`src/rtl/wake_timer_pkg.sv`:
```
package wake_timer_pkg;
  localparam int unsigned DATA_W = 32;
  localparam int unsigned ADDR_W = 4;

  localparam logic [ADDR_W-1:0] OFS_CTRL  = 4'h0;
  localparam logic [ADDR_W-1:0] OFS_COUNT = 4'hC;

  // control word bit positions
  localparam int unsigned B_SRC_LP  = 0;
  localparam int unsigned B_ALARM   = 1;
  localparam int unsigned B_STOP    = 2;
  localparam int unsigned B_SRC_EXT = 3;

  typedef enum logic [1:0] {
    SRC_IRC = 2'd0,
    SRC_LP  = 2'd1,
    SRC_EXT = 2'd2
  } tick_src_e;
endpackage

```
`src/rtl/wkt_regif.sv`:
```
module wkt_regif
  import wake_timer_pkg::*;
#(
  parameter int unsigned DW = DATA_W,
  parameter int unsigned AW = ADDR_W
) (
  input  logic          clk_i,
  input  logic          rst_ni,
  input  logic          bus_req_i,
  input  logic          bus_we_i,
  input  logic [AW-1:0] bus_addr_i,
  input  logic [DW-1:0] bus_wdata_i,
  output logic [DW-1:0] bus_rdata_o,
  input  logic [DW-1:0] count_i,
  input  logic          alarm_i,
  output tick_src_e     src_o,
  output logic          load_o,
  output logic [DW-1:0] load_val_o,
  output logic          stop_o,
  output logic          alarm_clr_o
);
  logic sel_lp_q, sel_ext_q;
  logic hit_ctrl, hit_count, wr_ctrl;

  assign hit_ctrl  = (bus_addr_i == OFS_CTRL);
  assign hit_count = (bus_addr_i == OFS_COUNT);
  assign wr_ctrl   = bus_req_i && bus_we_i && hit_ctrl;

  always_ff @(posedge clk_i or negedge rst_ni) begin
    if (!rst_ni) begin
      sel_lp_q  <= 1'b0;
      sel_ext_q <= 1'b0;
    end else if (wr_ctrl) begin
      sel_lp_q  <= bus_wdata_i[B_SRC_LP];
      sel_ext_q <= bus_wdata_i[B_SRC_EXT];
    end
  end

  // external bit overrides internal choice
  always_comb begin
    if (sel_ext_q)     src_o = SRC_EXT;
    else if (sel_lp_q) src_o = SRC_LP;
    else               src_o = SRC_IRC;
  end

  assign load_o      = bus_req_i && bus_we_i && hit_count;
  assign load_val_o  = bus_wdata_i;
  assign stop_o      = wr_ctrl && bus_wdata_i[B_STOP];
  assign alarm_clr_o = wr_ctrl && bus_wdata_i[B_ALARM];

  always_comb begin
    bus_rdata_o = '0;
    if (bus_req_i && !bus_we_i) begin
      if (hit_ctrl) begin
        bus_rdata_o[B_SRC_LP]  = sel_lp_q;
        bus_rdata_o[B_ALARM]   = alarm_i;
        bus_rdata_o[B_SRC_EXT] = sel_ext_q;
      end else if (hit_count) begin
        bus_rdata_o = count_i;
      end
    end
  end

  p_unmapped_read_zero_r12: assert property (@(posedge clk_i) disable iff (!rst_ni)
    (bus_req_i && !bus_we_i && !hit_ctrl && !hit_count) |-> (bus_rdata_o == '0));
  p_stop_reads_zero_r8: assert property (@(posedge clk_i) disable iff (!rst_ni)
    (bus_req_i && !bus_we_i && hit_ctrl) |-> !bus_rdata_o[B_STOP]);
  p_unmapped_write_keeps_src_r12: assert property (@(posedge clk_i) disable iff (!rst_ni)
    (bus_req_i && bus_we_i && !hit_ctrl) |=> $stable(src_o));
endmodule

```
`src/rtl/wkt_tick_sel.sv`:
```
module wkt_tick_sel
  import wake_timer_pkg::*;
(
  input  tick_src_e src_i,
  input  logic      tick_irc_i,
  input  logic      tick_lp_i,
  input  logic      tick_ext_i,
  output logic      tick_o
);
  logic [2:0] ticks;
  assign ticks = {tick_ext_i, tick_lp_i, tick_irc_i};

  always_comb begin
    unique case (src_i)
      SRC_IRC: tick_o = ticks[0];
      SRC_LP:  tick_o = ticks[1];
      SRC_EXT: tick_o = ticks[2];
      default: tick_o = 1'b0;
    endcase
  end
endmodule

```
`src/rtl/wkt_counter.sv`:
```
module wkt_counter #(
  parameter int unsigned DW = 32
) (
  input  logic          clk_i,
  input  logic          rst_ni,
  input  logic          load_i,
  input  logic [DW-1:0] load_val_i,
  input  logic          stop_i,
  input  logic          tick_i,
  input  logic          alarm_clr_i,
  output logic [DW-1:0] count_o,
  output logic          alarm_o
);
  logic [DW-1:0] count_q;
  logic          run_q, alarm_q;
  logic          step, expire;

  assign step   = run_q && tick_i && !load_i && !stop_i;
  assign expire = step && (count_q <= DW'(1));

  always_ff @(posedge clk_i or negedge rst_ni) begin
    if (!rst_ni) begin
      count_q <= '0;
      run_q   <= 1'b0;
    end else if (load_i) begin
      count_q <= load_val_i;
      run_q   <= 1'b1;
    end else if (stop_i) begin
      count_q <= '0;
      run_q   <= 1'b0;
    end else if (step) begin
      if (count_q != '0) count_q <= count_q - DW'(1);
      if (expire)        run_q   <= 1'b0;
    end
  end

  // set beats clear
  always_ff @(posedge clk_i or negedge rst_ni) begin
    if (!rst_ni)          alarm_q <= 1'b0;
    else if (expire)      alarm_q <= 1'b1;
    else if (alarm_clr_i) alarm_q <= 1'b0;
  end

  assign count_o = count_q;
  assign alarm_o = alarm_q;

  p_dec_by_one_r3: assert property (@(posedge clk_i) disable iff (!rst_ni)
    (run_q && tick_i && !load_i && !stop_i && count_q != '0) |=> (count_q == $past(count_q) - DW'(1)));
  p_hold_no_tick_r3: assert property (@(posedge clk_i) disable iff (!rst_ni)
    (!tick_i && !load_i && !stop_i) |=> $stable(count_q));
  p_no_wrap_r6: assert property (@(posedge clk_i) disable iff (!rst_ni)
    (count_q == '0 && !load_i) |=> (count_q == '0));
  p_load_wins_r11: assert property (@(posedge clk_i) disable iff (!rst_ni)
    load_i |=> (count_q == $past(load_val_i)));
  p_set_wins_r10: assert property (@(posedge clk_i) disable iff (!rst_ni)
    expire |=> alarm_q);
  p_stop_halts_r8: assert property (@(posedge clk_i) disable iff (!rst_ni)
    (stop_i && !load_i) |=> (count_q == '0 && !run_q));
  p_alarm_sticky_r7: assert property (@(posedge clk_i) disable iff (!rst_ni)
    (alarm_q && !alarm_clr_i) |=> alarm_q);
endmodule

```
`src/rtl/wake_timer.sv`:
```
module wake_timer
  import wake_timer_pkg::*;
#(
  parameter int unsigned DW = DATA_W,
  parameter int unsigned AW = ADDR_W
) (
  input  logic          clk_i,
  input  logic          rst_ni,
  input  logic          bus_req_i,
  input  logic          bus_we_i,
  input  logic [AW-1:0] bus_addr_i,
  input  logic [DW-1:0] bus_wdata_i,
  output logic [DW-1:0] bus_rdata_o,
  input  logic          tick_irc_i,
  input  logic          tick_lp_i,
  input  logic          tick_ext_i,
  output logic          irq_o
);
  tick_src_e     src;
  logic          load, stop, alarm_clr, tick, alarm;
  logic [DW-1:0] load_val, count;

  wkt_regif #(.DW(DW), .AW(AW)) u_regif (
    .clk_i       (clk_i),
    .rst_ni      (rst_ni),
    .bus_req_i   (bus_req_i),
    .bus_we_i    (bus_we_i),
    .bus_addr_i  (bus_addr_i),
    .bus_wdata_i (bus_wdata_i),
    .bus_rdata_o (bus_rdata_o),
    .count_i     (count),
    .alarm_i     (alarm),
    .src_o       (src),
    .load_o      (load),
    .load_val_o  (load_val),
    .stop_o      (stop),
    .alarm_clr_o (alarm_clr)
  );

  wkt_tick_sel u_tick_sel (
    .src_i      (src),
    .tick_irc_i (tick_irc_i),
    .tick_lp_i  (tick_lp_i),
    .tick_ext_i (tick_ext_i),
    .tick_o     (tick)
  );

  wkt_counter #(.DW(DW)) u_counter (
    .clk_i       (clk_i),
    .rst_ni      (rst_ni),
    .load_i      (load),
    .load_val_i  (load_val),
    .stop_i      (stop),
    .tick_i      (tick),
    .alarm_clr_i (alarm_clr),
    .count_o     (count),
    .alarm_o     (alarm)
  );

  assign irq_o = alarm;
endmodule

```
`config.mk`:
```
export PLATFORM = sky130hd
export DESIGN_NAME = wake_timer
export DESIGN_NICKNAME = d
export VERILOG_FILES = /design/src/rtl/wake_timer_pkg.sv /design/src/rtl/wkt_regif.sv /design/src/rtl/wkt_tick_sel.sv /design/src/rtl/wkt_counter.sv /design/src/rtl/wake_timer.sv
export SDC_FILE = /design/constraint.sdc
export NUM_CORES = 1
export LEC_CHECK = 0
export BUFFER_PORTS_ARGS = -buffer_cell sky130_fd_sc_hd__buf_4
export CELL_PAD_IN_SITES_DETAIL_PLACEMENT = 2
export CELL_PAD_IN_SITES_GLOBAL_PLACEMENT = 2
export CORE_MARGIN = 2
export CORE_UTILIZATION = 31
export CTS_CLUSTER_SIZE = 28
export DETAILED_ROUTE_END_ITERATION = 12
export PLACE_DENSITY = 0.81
export SETUP_SLACK_MARGIN = 0.1
export SLEW_MARGIN = 20
export SYNTH_ARGS = -nofsm -noshare
export SYNTH_HDL_FRONTEND = slang
export SYNTH_HIERARCHICAL = 1
export SYNTH_SLANG_ARGS = --single-unit
```
`constraint.sdc`:
```
create_clock -name clk_i -period 2.9 [get_ports clk_i]
set_input_delay 0.58 -clock clk_i [delete_from_list [all_inputs] [get_ports clk_i]]
set_output_delay 0.58 -clock clk_i [all_outputs]
set_load 0.02 [all_outputs]
```
# --- After elaboration in Yosys (flattened, before gate mapping) ---
# Cells that the tools add are included.
op_classes:
  n_addsub: 1
  magnitude_cmp: 1
  eq_ne: 3
  n_mux: 19
  n_reduce_logical: 22
ops:
  columns: ["op", "count"]
  rows:
  - ["32-bit two-way mux", 6]
  - ["32-bit by 1-bit less-or-equal comparator with 1-bit output (second input constant)", 1]
  - ["32-bit nonzero test", 1]
  - ["32-bit by 1-bit subtractor with 32-bit output (second input constant)", 1]
  - ["28-bit two-way mux", 1]
  - ["1-bit logical AND", 10]
  - ["1-bit two-way mux", 9]
  - ["3-bit nonzero test", 3]
  - ["4-bit == test (second input constant)", 1]
  - ["4-bit logical NOT", 1]
  - ["2-bit two-way mux", 2]
  - ["2-bit AND reduction", 2]
  - ["1-bit logical NOT", 3]
  - ["1-bit case mux with 3 select lines", 1]
  - ["2-bit by 1-bit == test with 1-bit output (second input constant)", 1]
  - ["2-bit == test (second input constant)", 1]
  - ["2-bit logical NOT", 1]
  - ["2-bit nonzero test", 1]
totals:
  reg_bits: 36
  input_bits: 43
  output_inout_bits: 33
  word_cells: 51

# --- Longest topological paths before layout ---
depth:
  word_depth: 12
  ltp_mapped: 9
  depth_no_buf: 8

# --- By module ---
# Netlist, hierarchy kept.
by_module_without_submodules:
  columns: ["mod", "n_inst", "cells_per_inst", "area_per_inst_um2", "seq_area_each_um2"]
  rows:
  - ["wkt_counter", 1, 286, 2398.6, 850.8]
  - ["wkt_regif", 1, 84, 685.7, 50.0]
  - ["wkt_tick_sel", 1, 3, 22.5, 0.0]

# --- Worst setup path after synthesis ---
# Ideal clock, no wire load.
synth_timing:
  kind: "register -> register"
  startpoint: "reg u_counter.count_q[14] (netlist: u_counter/count_o[14])"
  endpoint: "reg u_counter.count_q[7] (netlist: u_counter/count_o[7])"
  arrival_time_ps: 2482
  t_required_ps: 2774
  path_slack_ps: 292
  stages_incl_launch_ff: 7
  n_path_buf: 1
  synth_period_minus_slack_ps: 2608
  path_cell_list: "dfrtp_1 -> or4_4 -> or4_4 -> buf_6 -> nor4_4 -> nor2_4 -> a221o_2"
synth_between:
  elab_chain_len: 3
synth_rtl:
  columns: ["element", "line_no", "source"]
  rows:
  - ["start: declaration", "wkt_counter.sv:14", "logic [DW-1:0] count_q;"]
  - ["start signal: assignment", "wkt_counter.sv:26", "count_q <= load_val_i;"]
  - ["start signal: assignment", "wkt_counter.sv:32", "if (count_q != '0) count_q <= count_q - DW'(1);"]
  - ["32-bit nonzero test", "wkt_counter.sv:32", null]
  - ["3-bit nonzero test (no source line)", null, null]
  - ["2-bit AND reduction (no source line)", null, null]
# Every way passes these cells.
# A chain may end at the register's enable or synchronous reset.

# --- Final worst setup path ---
# Same ends and word-level chain as after synthesis.

==> run metrics <==
RSZ-0062 raised after global routing=false; worst-path fanout max=9; num ports=76; Die ar.=around 11000 sq um; share of post-route cells with drive strength above 1=35.5%; #FFs+latches synth=36; floorplan die height=104 um; Worst setup EP type=flip-flop; Core Footprint=9730 sq um; Crit path arrival time=~2.9 ns; number of synthesis warnings=6; Reg clk slew, reported paths=0.08 ns; CTS buffer count=5; hold crit path type=primary input to async pin; initial core utilization=31.9%; power per cell area=537 nW/um^2; Crit Reg-Reg Endpoint=u_counter/count_o[7]; Final ANT Viol Nets=0; Post-Syn Area=around 3100 sq um; num rows=36; status=completed; CTS H-tree lvls=2; Syn Inst Count=373; width of the die=104 um; Fmax=roughly 370 MHz; Filler cells=1147; Routed WL per cell=roughly 20 um; dpl ws=approximately 0.18 ns; synth unique cells=68; Mean Syn Cell Area=around 8.3 sq um; count of final setup violators=0; Avg Vias per Cell=5.71; Final Hold Vio Count=0; 1st-iter DRT viols=125; Worst slew margin=roughly 56%; Root Driver=clkbuf_8; worst path required time=roughly 3.1 ns; Max Cap Viol=0; Post-synth ARST share=100%; final worst path period share=between 90% and 100%; vias in the first global route=3464; pin count of the biggest net entering global routing=37; startpoint types=flip-flop; nets=around 470; Clock Skews=around 0.0042 ns; antenna violations before repair=0; WS Path Type=flip-flop to flip-flop; post-synthesis sequential area ratio=29.0%; r2r setup slk=0.21 ns; Mapped Nets=419; n_diodes=0; Reg2Reg Depth=6; First-pass DRT Iterations=4; worst vdd ir=~0.22 mV; WL final=around 11 mm; global-route wire length before repair=18.5 mm; Clock Path Buffers=2; Overflow after GRT=0; max-slew violations=0; post-detail-place hpwl=8.31 mm; setup ws final=0.214 ns; CTS tree=done; clock latency on the worst-skew pair=about 0.30 ns; port bufs=75; gr usage total=21.2%; Design Power=2.03 mW; hold_buf cts=0; worst slew pin tran=about 0.66 ns; routability cong.=0.784; worst hold slack=0.243 ns; # DRC=0; Post-synth top flop=dfrtp_1; Tmin final=between 2 and 3 ns; vias=~3200; Clock Sinks=36; number of synthesized flops with an enable pin=0; Total Neg Setup Slack=0 ns; r2r startpoint=u_counter/count_o[14]; Area growth syn-to-layout=21.9%; Pleak=1.62 nW
==> area by class of cell <==
type | count | area, sq um | area share (%)
Multi-Input combinational cell | 273 | 1830 | 48.3
Sequential cell | 36 | 901 | 23.8
Timing Repair Buffer | 96 | 746 | 19.7
Tap cell | 133 | 166 | 4.39
Clock buffer | 5 | 68.8 | 1.82
Clock inverter | 3 | 42.5 | 1.12
Inverter | 9 | 33.8 | 0.892
==> where the power goes <==
group          internal (mW)  switching [mW]  total (mW)
registers              0.616           0.193       0.809
clock network          0.255           0.213       0.468
logic                  0.354           0.403       0.757
==> worst max-delay path, cell delays in order, from the launching register on <==
cell and delay [ns]:
dfrtp_1 0.44, or4_4 0.60, or4_4 0.60, nor4_4 0.28, buf_4 0.23, nor2_4 0.07, a221o_2 0.34
==> routing by layer <==
layer,vias to the layer above,global-route usage (%),wire length [um]
li1,1458,-,-
met1,1620,27.3,5110
met2,79,36.7,5660
met3,13,3.51,428
met4,0,5.69,171
met5,-,0,0
==> repair_timing <==
| action | CTS | global route |
|---|---|---|
| buffers inserted | 0 | 0 |
| resized for setup | 0 | 2 |
| endpoints found under the setup margin | 0 | 2 |
==> flip-flops by register name, indices dropped and copies added (netlist names) <==
name	flops
u_counter/count_o	32
u_regif/sel_ext_q	1
u_counter/alarm_o	1
u_regif/sel_lp_q	1
u_counter/run_q	1
==> cell usage after synthesis, types with 3 or more instances <==
library cell  count  area [sq um]
dfrtp_1          36           901
buf_4            33           248
nand2_1          27           101
nor2_1           24          90.1
nor3_1           23           115
and2_1           19           119
and2_2           18           135
clkbuf_1         18          67.6
nand3_1          18          90.1
a221o_1          10           100
a22oi_1          10          75.1
inv_1             9          33.8
nor4_1            9          56.3
o211ai_1          8          60.1
a21oi_1           7          35.0
nand4_1           7          43.8
or3_1             7          43.8
a32oi_1           6          52.6
nor3b_1           6          45.0
o21ai_0           6          30.0
and3_1            4          25.0
ha_1              3          37.5
nand2b_1          3          18.8
or4_1             3          22.5
or4_4             3          33.8
==> cell usage in the layout, fill, tap and decap left out, types with 6 or more instances in the layout <==
cell type  synthesis  layout
a22oi_1           10      10
a21oi_1            7       7
nand2_1           27      27
inv_1              9       9
o21ai_0            6       6
buf_4             33      94
nor3_1            23      23
or3_1              7       7
nand3_1           18      18
nor4_1             9       8
and2_2            18      18
o211ai_1           8       8
nor2_1            24      23
and2_1            19      19
nand4_1            7       7
dfrtp_1           36      36
a32oi_1            6       6
nor3b_1            6       6
a221o_1           10      10
==> through the flow <==
stage               utilization [%]  cell area (sq um)  cells
detailed placement             37.7               3660    547
global placement               37.7               3660    547
floorplan                         -               3110    373
CTS                            38.8               3770    555
finish                         38.9               3790    555
global route                   38.9               3790    555
==> logic make-up (layout without fill, tap and decap cells) <==
group,after synthesis,in the layout,share of synthesized area [%]
buffers and inverters,64,113,12.6
adder cells (fa/ha/maj),3,3,1.21
AO/OA/AOI/OAI,74,74,18.6
multiplexers,4,4,1.61
flip-flops,36,36,29.0
AND/OR/NAND/NOR,192,192,37.0
==> worst max-delay path by stage <==
stage                          start               endpoint  slack, ns  cells after the start
5_1_grt        u_counter/count_o[14]  u_counter/count_o[27]       0.13                      5
3_5_place_dp           bus_addr_i[3]  u_counter/count_o[13]       0.18                      9
2_1_floorplan  u_counter/count_o[14]   u_counter/count_o[7]       0.29                      6
4_1_cts        u_counter/count_o[11]  u_counter/count_o[17]       0.15                      5
6_report       u_counter/count_o[14]   u_counter/count_o[7]       0.21                      6
3_3_place_gp   u_counter/count_o[14]  u_counter/count_o[27]       0.25                      5
(Power assumes the default switching activity.)
